### config.mk
export PLATFORM = sky130hd
export DESIGN_NAME = cmp_timer
export DESIGN_NICKNAME = d
export VERILOG_FILES = /design/src/rtl/cmp_timer_pkg.sv /design/src/rtl/tc_counter.sv /design/src/rtl/tc_flag.sv /design/src/rtl/tc_wave.sv /design/src/rtl/cmp_timer.sv
export SDC_FILE = /design/constraint.sdc
export NUM_CORES = 1
export LEC_CHECK = 0
export ABC_AREA = 1
export BUFFER_PORTS_ARGS = -buffer_cell sky130_fd_sc_hd__buf_4
export CAP_MARGIN = 10
export CORE_ASPECT_RATIO = 0.8
export CORE_MARGIN = 2
export CORE_UTILIZATION = 45
export CTS_CLUSTER_DIAMETER = 200
export DETAILED_ROUTE_END_ITERATION = 10
export PLACE_DENSITY = 0.73
export RECOVER_POWER = 50
export SYNTH_ARGS = -nofsm -noshare
export SYNTH_HDL_FRONTEND = slang
export SYNTH_SLANG_ARGS = --single-unit
### constraint.sdc
create_clock -name clk -period 1.5 [get_ports clk]
set_input_delay 0.15 -clock clk [delete_from_list [all_inputs] [get_ports clk]]
set_output_delay 0.15 -clock clk [all_outputs]
set_load 0.1 [all_outputs]
### src/rtl/cmp_timer_pkg.sv
package cmp_timer_pkg;
  typedef enum logic [1:0] {
    ACT_NONE   = 2'b00,
    ACT_TOGGLE = 2'b01,
    ACT_CLEAR  = 2'b10,
    ACT_SET    = 2'b11
  } act_e;

  localparam int MODE_W = 3;
  localparam logic [MODE_W-1:0] MODE_CLR_ON_MATCH = 3'd2;
endpackage

### src/rtl/tc_counter.sv
module tc_counter #(
  parameter int CNT_W = 8
) (
  input  logic             clk,
  input  logic             rst,
  input  logic             tick,
  input  logic             ld,
  input  logic [CNT_W-1:0] ld_val,
  input  logic [CNT_W-1:0] top_val,
  input  logic             clr_on_match,
  output logic [CNT_W-1:0] cnt,
  output logic             match_ev,
  output logic             wrap_ev
);
  localparam logic [CNT_W-1:0] CNT_MAX = {CNT_W{1'b1}};

  logic step;
  assign step     = tick && !ld;
  assign match_ev = step && (cnt == top_val);
  assign wrap_ev  = step && (cnt == CNT_MAX);

  always_ff @(posedge clk) begin
    if (rst) begin
      cnt <= '0;
    end else if (ld) begin
      cnt <= ld_val;
    end else if (step) begin
      if (clr_on_match && (cnt == top_val)) cnt <= '0;
      else                                  cnt <= cnt + 1'b1;
    end
  end
endmodule

### src/rtl/tc_flag.sv
module tc_flag (
  input  logic clk,
  input  logic rst,
  input  logic set,
  input  logic clr,
  output logic q
);
  always_ff @(posedge clk) begin
    if (rst)      q <= 1'b0;
    else if (set) q <= 1'b1;
    else if (clr) q <= 1'b0;
  end
endmodule

### src/rtl/tc_wave.sv
module tc_wave
  import cmp_timer_pkg::*;
(
  input  logic       clk,
  input  logic       rst,
  input  logic       act_we,
  input  logic [1:0] act_wdata,
  input  logic       fire,
  output logic       pin
);
  act_e act_q;
  logic pin_nx;

  always_comb begin
    pin_nx = pin;
    case (act_q)
      ACT_TOGGLE: pin_nx = ~pin;
      ACT_CLEAR:  pin_nx = 1'b0;
      ACT_SET:    pin_nx = 1'b1;
      default:    pin_nx = pin;
    endcase
  end

  always_ff @(posedge clk) begin
    if (rst) begin
      act_q <= ACT_NONE;
      pin   <= 1'b0;
    end else begin
      if (act_we) act_q <= act_e'(act_wdata);
      if (fire)   pin   <= pin_nx;
    end
  end
endmodule

### src/rtl/cmp_timer.sv
module cmp_timer
  import cmp_timer_pkg::*;
#(
  parameter int CNT_W = 8
) (
  input  logic              clk,
  input  logic              rst,
  input  logic              tick,
  input  logic              cnt_we,
  input  logic [CNT_W-1:0]  cnt_wdata,
  input  logic              cmp_we,
  input  logic [CNT_W-1:0]  cmp_wdata,
  input  logic              mode_we,
  input  logic [MODE_W-1:0] mode_wdata,
  input  logic              act_we,
  input  logic [1:0]        act_wdata,
  input  logic              force_pulse,
  input  logic              ovf_clr,
  input  logic              cmp_clr,
  output logic              pin,
  output logic              ovf_flag,
  output logic              cmp_flag,
  output logic [CNT_W-1:0]  count
);
  localparam int NFLAG = 2;

  logic [CNT_W-1:0]  cmp_q;
  logic [MODE_W-1:0] mode_q;
  logic              match_ev;
  logic              wrap_ev;
  logic [NFLAG-1:0]  flag_set;
  logic [NFLAG-1:0]  flag_clr;
  logic [NFLAG-1:0]  flag_q;

  always_ff @(posedge clk) begin
    if (rst) begin
      cmp_q  <= '0;
      mode_q <= '0;
    end else begin
      if (cmp_we)  cmp_q  <= cmp_wdata;
      if (mode_we) mode_q <= mode_wdata;
    end
  end

  tc_counter #(.CNT_W(CNT_W)) u_cnt (
    .clk(clk), .rst(rst), .tick(tick), .ld(cnt_we), .ld_val(cnt_wdata),
    .top_val(cmp_q), .clr_on_match(mode_q == MODE_CLR_ON_MATCH),
    .cnt(count), .match_ev(match_ev), .wrap_ev(wrap_ev)
  );

  assign flag_set = {match_ev, wrap_ev};
  assign flag_clr = {cmp_clr, ovf_clr};

  for (genvar i = 0; i < NFLAG; i++) begin : g_flag
    tc_flag u_flag (
      .clk(clk), .rst(rst), .set(flag_set[i]), .clr(flag_clr[i]), .q(flag_q[i])
    );
  end

  assign ovf_flag = flag_q[0];
  assign cmp_flag = flag_q[1];

  tc_wave u_wave (
    .clk(clk), .rst(rst), .act_we(act_we), .act_wdata(act_wdata),
    .fire(match_ev || force_pulse), .pin(pin)
  );
endmodule

==> After elaboration in Yosys (flattened, before gate mapping) <==
Cells that the tools add are included.
{ "op_classes": {"addsub": 1, "n_eq_ne": 6, "n_mux": 8, "bitwise": 1, "n_reduce_logical": 11} }
{ "op_table": {"columns": ["operator", "n"], "rows": [
  ["$mux 8", 3],
  ["$add 8x1->8 const B", 1],
  ["$eq 8x8->1", 1],
  ["$eq 8x8->1 const B", 1],
  ["$reduce_bool 2->1", 3],
  ["$eq 2x2->1 const B", 2],
  ["$logic_and 1x1->1", 4],
  ["$mux 1", 4],
  ["$eq 3x2->1 const B", 1],
  ["$pmux 1 s3", 1],
  ["$reduce_bool 3->1", 1],
  ["$eq 2x1->1 const B", 1],
  ["$reduce_and 2->1", 1],
  ["$logic_not 1->1", 1],
  ["$logic_or 1x1->1", 1],
  ["$not 1->1", 1]
]} }
{ "totals": {"regBits": 24, "in_bits": 31, "output_inout_bits": 11, "word_cells": 34} }

==> Depth between registers and ports, before layout <==
{ "logic_depth": {"depth_word": 5, "mapped_depth": 10, "mapped_depth_nobuf": 10} }

==> Cells and area by module <==
Synthesis repeated with hierarchy kept, for this count alone.
{ "unflattened": {"hier_cells": 193, "hier_area_um2": 1316.3} }
{ "by_module_without_submodules": {"columns": ["mod", "n_inst", "cells_per_inst", "area_each_um2", "seq_area_each_um2"], "rows": [
  ["tc_counter", 1, 93, 638.1, 160.2],
  ["cmp_timer", 1, 72, 476.7, 220.2],
  ["tc_wave", 1, 18, 121.4, 60.1],
  ["tc_flag", 2, 5, 40.0, 20.0]
]} }

==> Least setup slack after synthesis <==
OpenSTA, ideal clock, no wires.
{ "synth_timing": {"path_kind": "reg-to-reg", "start": "register u_cnt.cnt[1]", "end": "register u_cnt.cnt[6]", "setup_ns": 0.134, "arrival_time_ns": 1.915, "required_ns": 1.366, "setup_slack_ns": -0.549, "path_stages_with_launch": 7, "n_path_buf": 0, "synth_period_minus_slack_ns": 2.049, "cell_sequence": "dfxtp_1 ha_1 nand3_1 nor2_1 nand3_1 nand4_1 a21oi_1"} }
{ "synth_between": {"elab_chain_cells": 5, "elab_cells_between_ends": 6, "classes_between": "1 x add/sub; 1 x eq/ne; 3 x mux; 1 x reduce/logical"} }
{ "synth_rtl": {"columns": ["item", "line", "rtl"], "rows": [
  ["from (decl)", "tc_counter.sv:11", "output logic [CNT_W-1:0] cnt,"],
  ["from (signal assigned)", "tc_counter.sv:26", "cnt <= ld_val;"],
  ["from (signal assigned)", "tc_counter.sv:29", "else cnt <= cnt + 1'b1;"],
  ["parallel branches: the longest is 2 deep, another holds $add 8x1->8", null, null],
  ["$mux 8 *", "tc_counter.sv:28", "if (clr_on_match && (cnt == top_val)) cnt <= '0;"],
  ["$mux 8 *", "tc_counter.sv:27", "end else if (step) begin"],
  ["$mux 8 *", "tc_counter.sv:25", "end else if (ld) begin"]
]} }
Mark *: on every way between the ends. The select of a mux whose other input is x is not followed.
A chain may end at the register's enable or synchronous reset.

==> Worst setup path in the final report <==
{ "layout_timing": {"start": "register u_cnt.cnt[5]", "end": "register u_cnt.cnt[2]"} }
{ "layout_between": {"elab_chain_cells": 5} }
{ "layout_rtl": {"columns": ["item", "line"], "rows": [
  ["$eq 8x8->1", "tc_counter.sv:28"],
  ["$logic_and 1x1->1", "tc_counter.sv:28"],
  ["$mux 8", "tc_counter.sv:28"],
  ["$mux 8", "tc_counter.sv:27"],
  ["$mux 8", "tc_counter.sv:25"]
]} }
No other way between the ends. The select of a mux whose other input is x is not followed.

==> flow_metrics.env <==
export IMPL_nFillCells=252
export IMPL_post_cts_setup_buffers=0
export IMPL_fmax_mhz=743.8
export IMPL_grt_busiest_layer="met2"
export IMPL_die_x_um=61.58
export IMPL_synth_cells=162
export IMPL_max_slew_margin_rel_pct=63.36
export IMPL_min_to="cmp_q[0]$_SDFFE_PP0P_"
export IMPL_wl_per_cell_um=11.99
export IMPL_grt_use_met2_pct=35.96
export IMPL_fin_area_um2=1584
export IMPL_met3_usage_pct=6.562
export IMPL_path_cells="inv_1, nand2_1, nand2_2, nand2_1, nor2_2, nand3_2, nand3_1, a21oi_1"
export IMPL_post_route_period_util_pct=89.63
export IMPL_cts_resized=0
export IMPL_synth_nets=194
export IMPL_nets=236
export IMPL_dieArea_um2=3083
export IMPL_vias=1175
export IMPL_cp_top_family="simple AND/OR/NAND/NOR gates"
export IMPL_antenna_found_initial=0
export IMPL_reg2reg_depth=8
export IMPL_antenna_cells=0
export IMPL_drtPass1Iterations=4
export IMPL_cts_sinks=24
export IMPL_seq_area_frac_synth_pct=40.25
export IMPL_hold_path_cell_count=3
export IMPL_grt_start_max_net_pins=15
export IMPL_worst_setup_path_type="reg2reg"
export IMPL_cp_common_cell="nand2_1"
export IMPL_viasPerCell=4.916
export IMPL_timing_rr_start="u_cnt.cnt[5]$_SDFFE_PP0P_"
export IMPL_syn_cell_area_um2=1194
export IMPL_syn_avg_cell_area_um2=7.368
export IMPL_rows=16
export IMPL_use_met1_pct=26.00
export IMPL_finish_utilization_pct=63.81
export IMPL_finClkSkew_ns=0.008781
export IMPL_r2r_end="u_cnt.cnt[2]$_SDFFE_PP0P_"
export IMPL_cp_start_kind="register"
export IMPL_slowest_stage="dfxtp_4"
export IMPL_endpoint_kind="register"
export IMPL_min_from="cmp_wdata[0]"
export IMPL_total_power_w=0.001420
export IMPL_start_util_pct=48.08
export IMPL_hold_violations=0
export IMPL_path_max_fanout=8
export IMPL_ys_ff_latch=24
export IMPL_ctsLongestPathBuffers=2
export IMPL_globalRouteOverflowTotal=0
export IMPL_h_tree_depth=1
export IMPL_port_buffers=41
export IMPL_run_status="finished, final reports clean"
export IMPL_tightest_slew_ns=0.5476
export IMPL_die_h_um=50.07
export IMPL_ant_nets=0
export IMPL_grt_pass1_vias=1174
export IMPL_critPathArrivalTime_ns=1.56
export IMPL_setup_violations=0
export IMPL_drt_iter0_drc=39
export IMPL_finalCriticalPeriod_ns=1.344
export IMPL_grt_pass1_wl_um=4905
export IMPL_power_leakage_nw=0.7105
export IMPL_critPathMaxStageDelay_ns=0.39
export IMPL_syn_to_final_growth_pct=32.70
export IMPL_fp_coreArea_um2=2482
export IMPL_rsz0062_at_grt="no"
export IMPL_io_pins=42
export IMPL_setup_tns_ns=0
export IMPL_hpwlAfterDp_um=2265
export IMPL_cts_tree="yes"
export IMPL_cts_root_buf="clkbuf_4"
export IMPL_rrSetupSlack_ns=0.16
export IMPL_synth_cell_types=24
export IMPL_cts_hold_buf=0
export IMPL_drc=0
export IMPL_hp_class="in2reg"
export IMPL_cap_violations=0
export IMPL_clk_pin_slew_ns=0.13
export IMPL_insertion_delay_ns=0.33
export IMPL_critical_path_buf_inv_count=1
export IMPL_place_gp_congestion=0.7888
export IMPL_grt_usage_pct=21.10
export IMPL_yosys_warnings=0
export IMPL_power_density_nw_per_um2=896.5
export IMPL_required_ns=1.72
export IMPL_ir_drop_uv=640.2
export IMPL_drive_gt1_share_pct=32.02
export IMPL_slew_viol_final=0
export IMPL_dpl_cell_area_um2=1558
export IMPL_cts_buffers=3
export IMPL_finalWirelength_um=2866
[stage by stage]
step / std cells / setup slack [ns] / hold WS [ns]
floorplan: 162 / 0.003693 / 0.2849
global placement: 235 / 0.2078 / 0.3725
detailed placement: 235 / 0.1745 / 0.3808
CTS: 239 / 0.1579 / 0.02909
global route: 239 / 0.01395 / 0.04222
finish: 239 / 0.1555 / 0.03585
[cells in the final DEF (no fill, tap or decap), types with 2 or more instances in the layout]
master,synthesis,final
nand3_2,4,4
nor2_1,20,20
a21oi_1,13,13
dfxtp_1,24,16
nand3b_1,2,2
nand2_1,23,23
o21ai_0,15,15
buf_4,0,37
xor2_1,2,2
nor2_2,3,3
nand2_2,2,2
dfxtp_4,0,7
xnor2_1,6,6
a22oi_1,8,8
nand3_1,6,6
clkbuf_4,0,3
inv_1,20,20
clkbuf_2,0,4
nor3_1,2,2
nand4_1,3,3
[sequential cells by signal (all words and copies together) (netlist names)]
name / count
cmp_q: 8
g_flag.u_flag.q: 2
mode_q: 3
u_cnt.cnt: 8
u_wave.act_q: 2
u_wave.pin: 1
[layer usage]
layer | vias to the layer above | part of all wire (%)
li1 | 619 | -
met1 | 528 | 46
met2 | 26 | 48
met3 | 2 | 5.3
met4 | 0 | 0.59
met5 | - | 0
[worst max-delay path by stage]
stage / startpoint / end / depth (start not counted)
after global routing: u_cnt.cnt[5]$_SDFFE_PP0P_ / u_cnt.cnt[0]$_SDFFE_PP0P_ / 8
after floorplan: u_cnt.cnt[3]$_SDFFE_PP0P_ / u_wave.pin$_SDFFE_PP0P_ / 8
after global placement: u_cnt.cnt[5]$_SDFFE_PP0P_ / u_cnt.cnt[7]$_SDFFE_PP0P_ / 8
after CTS: u_cnt.cnt[5]$_SDFFE_PP0P_ / u_cnt.cnt[2]$_SDFFE_PP0P_ / 8
after detailed placement: u_cnt.cnt[5]$_SDFFE_PP0P_ / u_cnt.cnt[2]$_SDFFE_PP0P_ / 8
final: u_cnt.cnt[5]$_SDFFE_PP0P_ / u_cnt.cnt[2]$_SDFFE_PP0P_ / 8
[where the power goes]
group	switching, W	internal, W
Combinational	0.000229	0.000132
Clock	0.000196	0.000149
Sequential	0.0000408	0.000674
Total	0.000466	0.000954
[worst min-delay path: stages]
cell,delay [ns]
buf_4,0.08
nor2_1,0.03
nor2_1,0.08
[logic make-up (layout without fill, tap and decap cells)]
group                    count (synthesis)  in the layout  share of synthesized area (%)
buffers and inverters                   24             65                          7.651
flip-flops                              24             24                          40.25
adder cells (fa/ha/maj)                  1              1                          1.048
XOR/XNOR                                 8              8                          5.870
AND/OR/NAND/NOR                         67             67                          27.15
AO/OA/AOI/OAI                           38             38                          18.03
[synth_stat cells]
cell       n  area, um^2
ha_1       1       12.51
nand2_1   23       86.33
nor2_4     1       11.26
a21oi_1   13       65.06
nor2_1    20       75.07
o22ai_1    1       6.260
dfxtp_1   24       480.5
nand2_2    2       12.51
nand3b_1   2       15.01
xor2_1     2       17.52
clkbuf_1   2       7.510
or2_2      1       6.260
nand4_1    3       18.77
buf_2      1       5.000
nor2_2     3       18.77
o21ai_0   15       75.07
inv_1     20       75.07
a21oi_2    1       8.760
nand3_1    6       30.03
xnor2_1    6       52.55
nand3_2    4       40.04
a22oi_1    8       60.06
buf_1      1       3.750
nor3_1     2       10.01
[area by class of cell]
class | instances | area (um^2) | area share (%)
Clock buffer | 4 | 36.28 | 2.291
Inverter | 20 | 75.07 | 4.739
Multi-Input combinational cell | 114 | 621.8 | 39.26
Sequential cell | 24 | 508.0 | 32.07
Tap cell | 36 | 45.04 | 2.844
Timing Repair Buffer | 41 | 297.8 | 18.80
No activity file was read; power rests on OpenSTA's default activity.
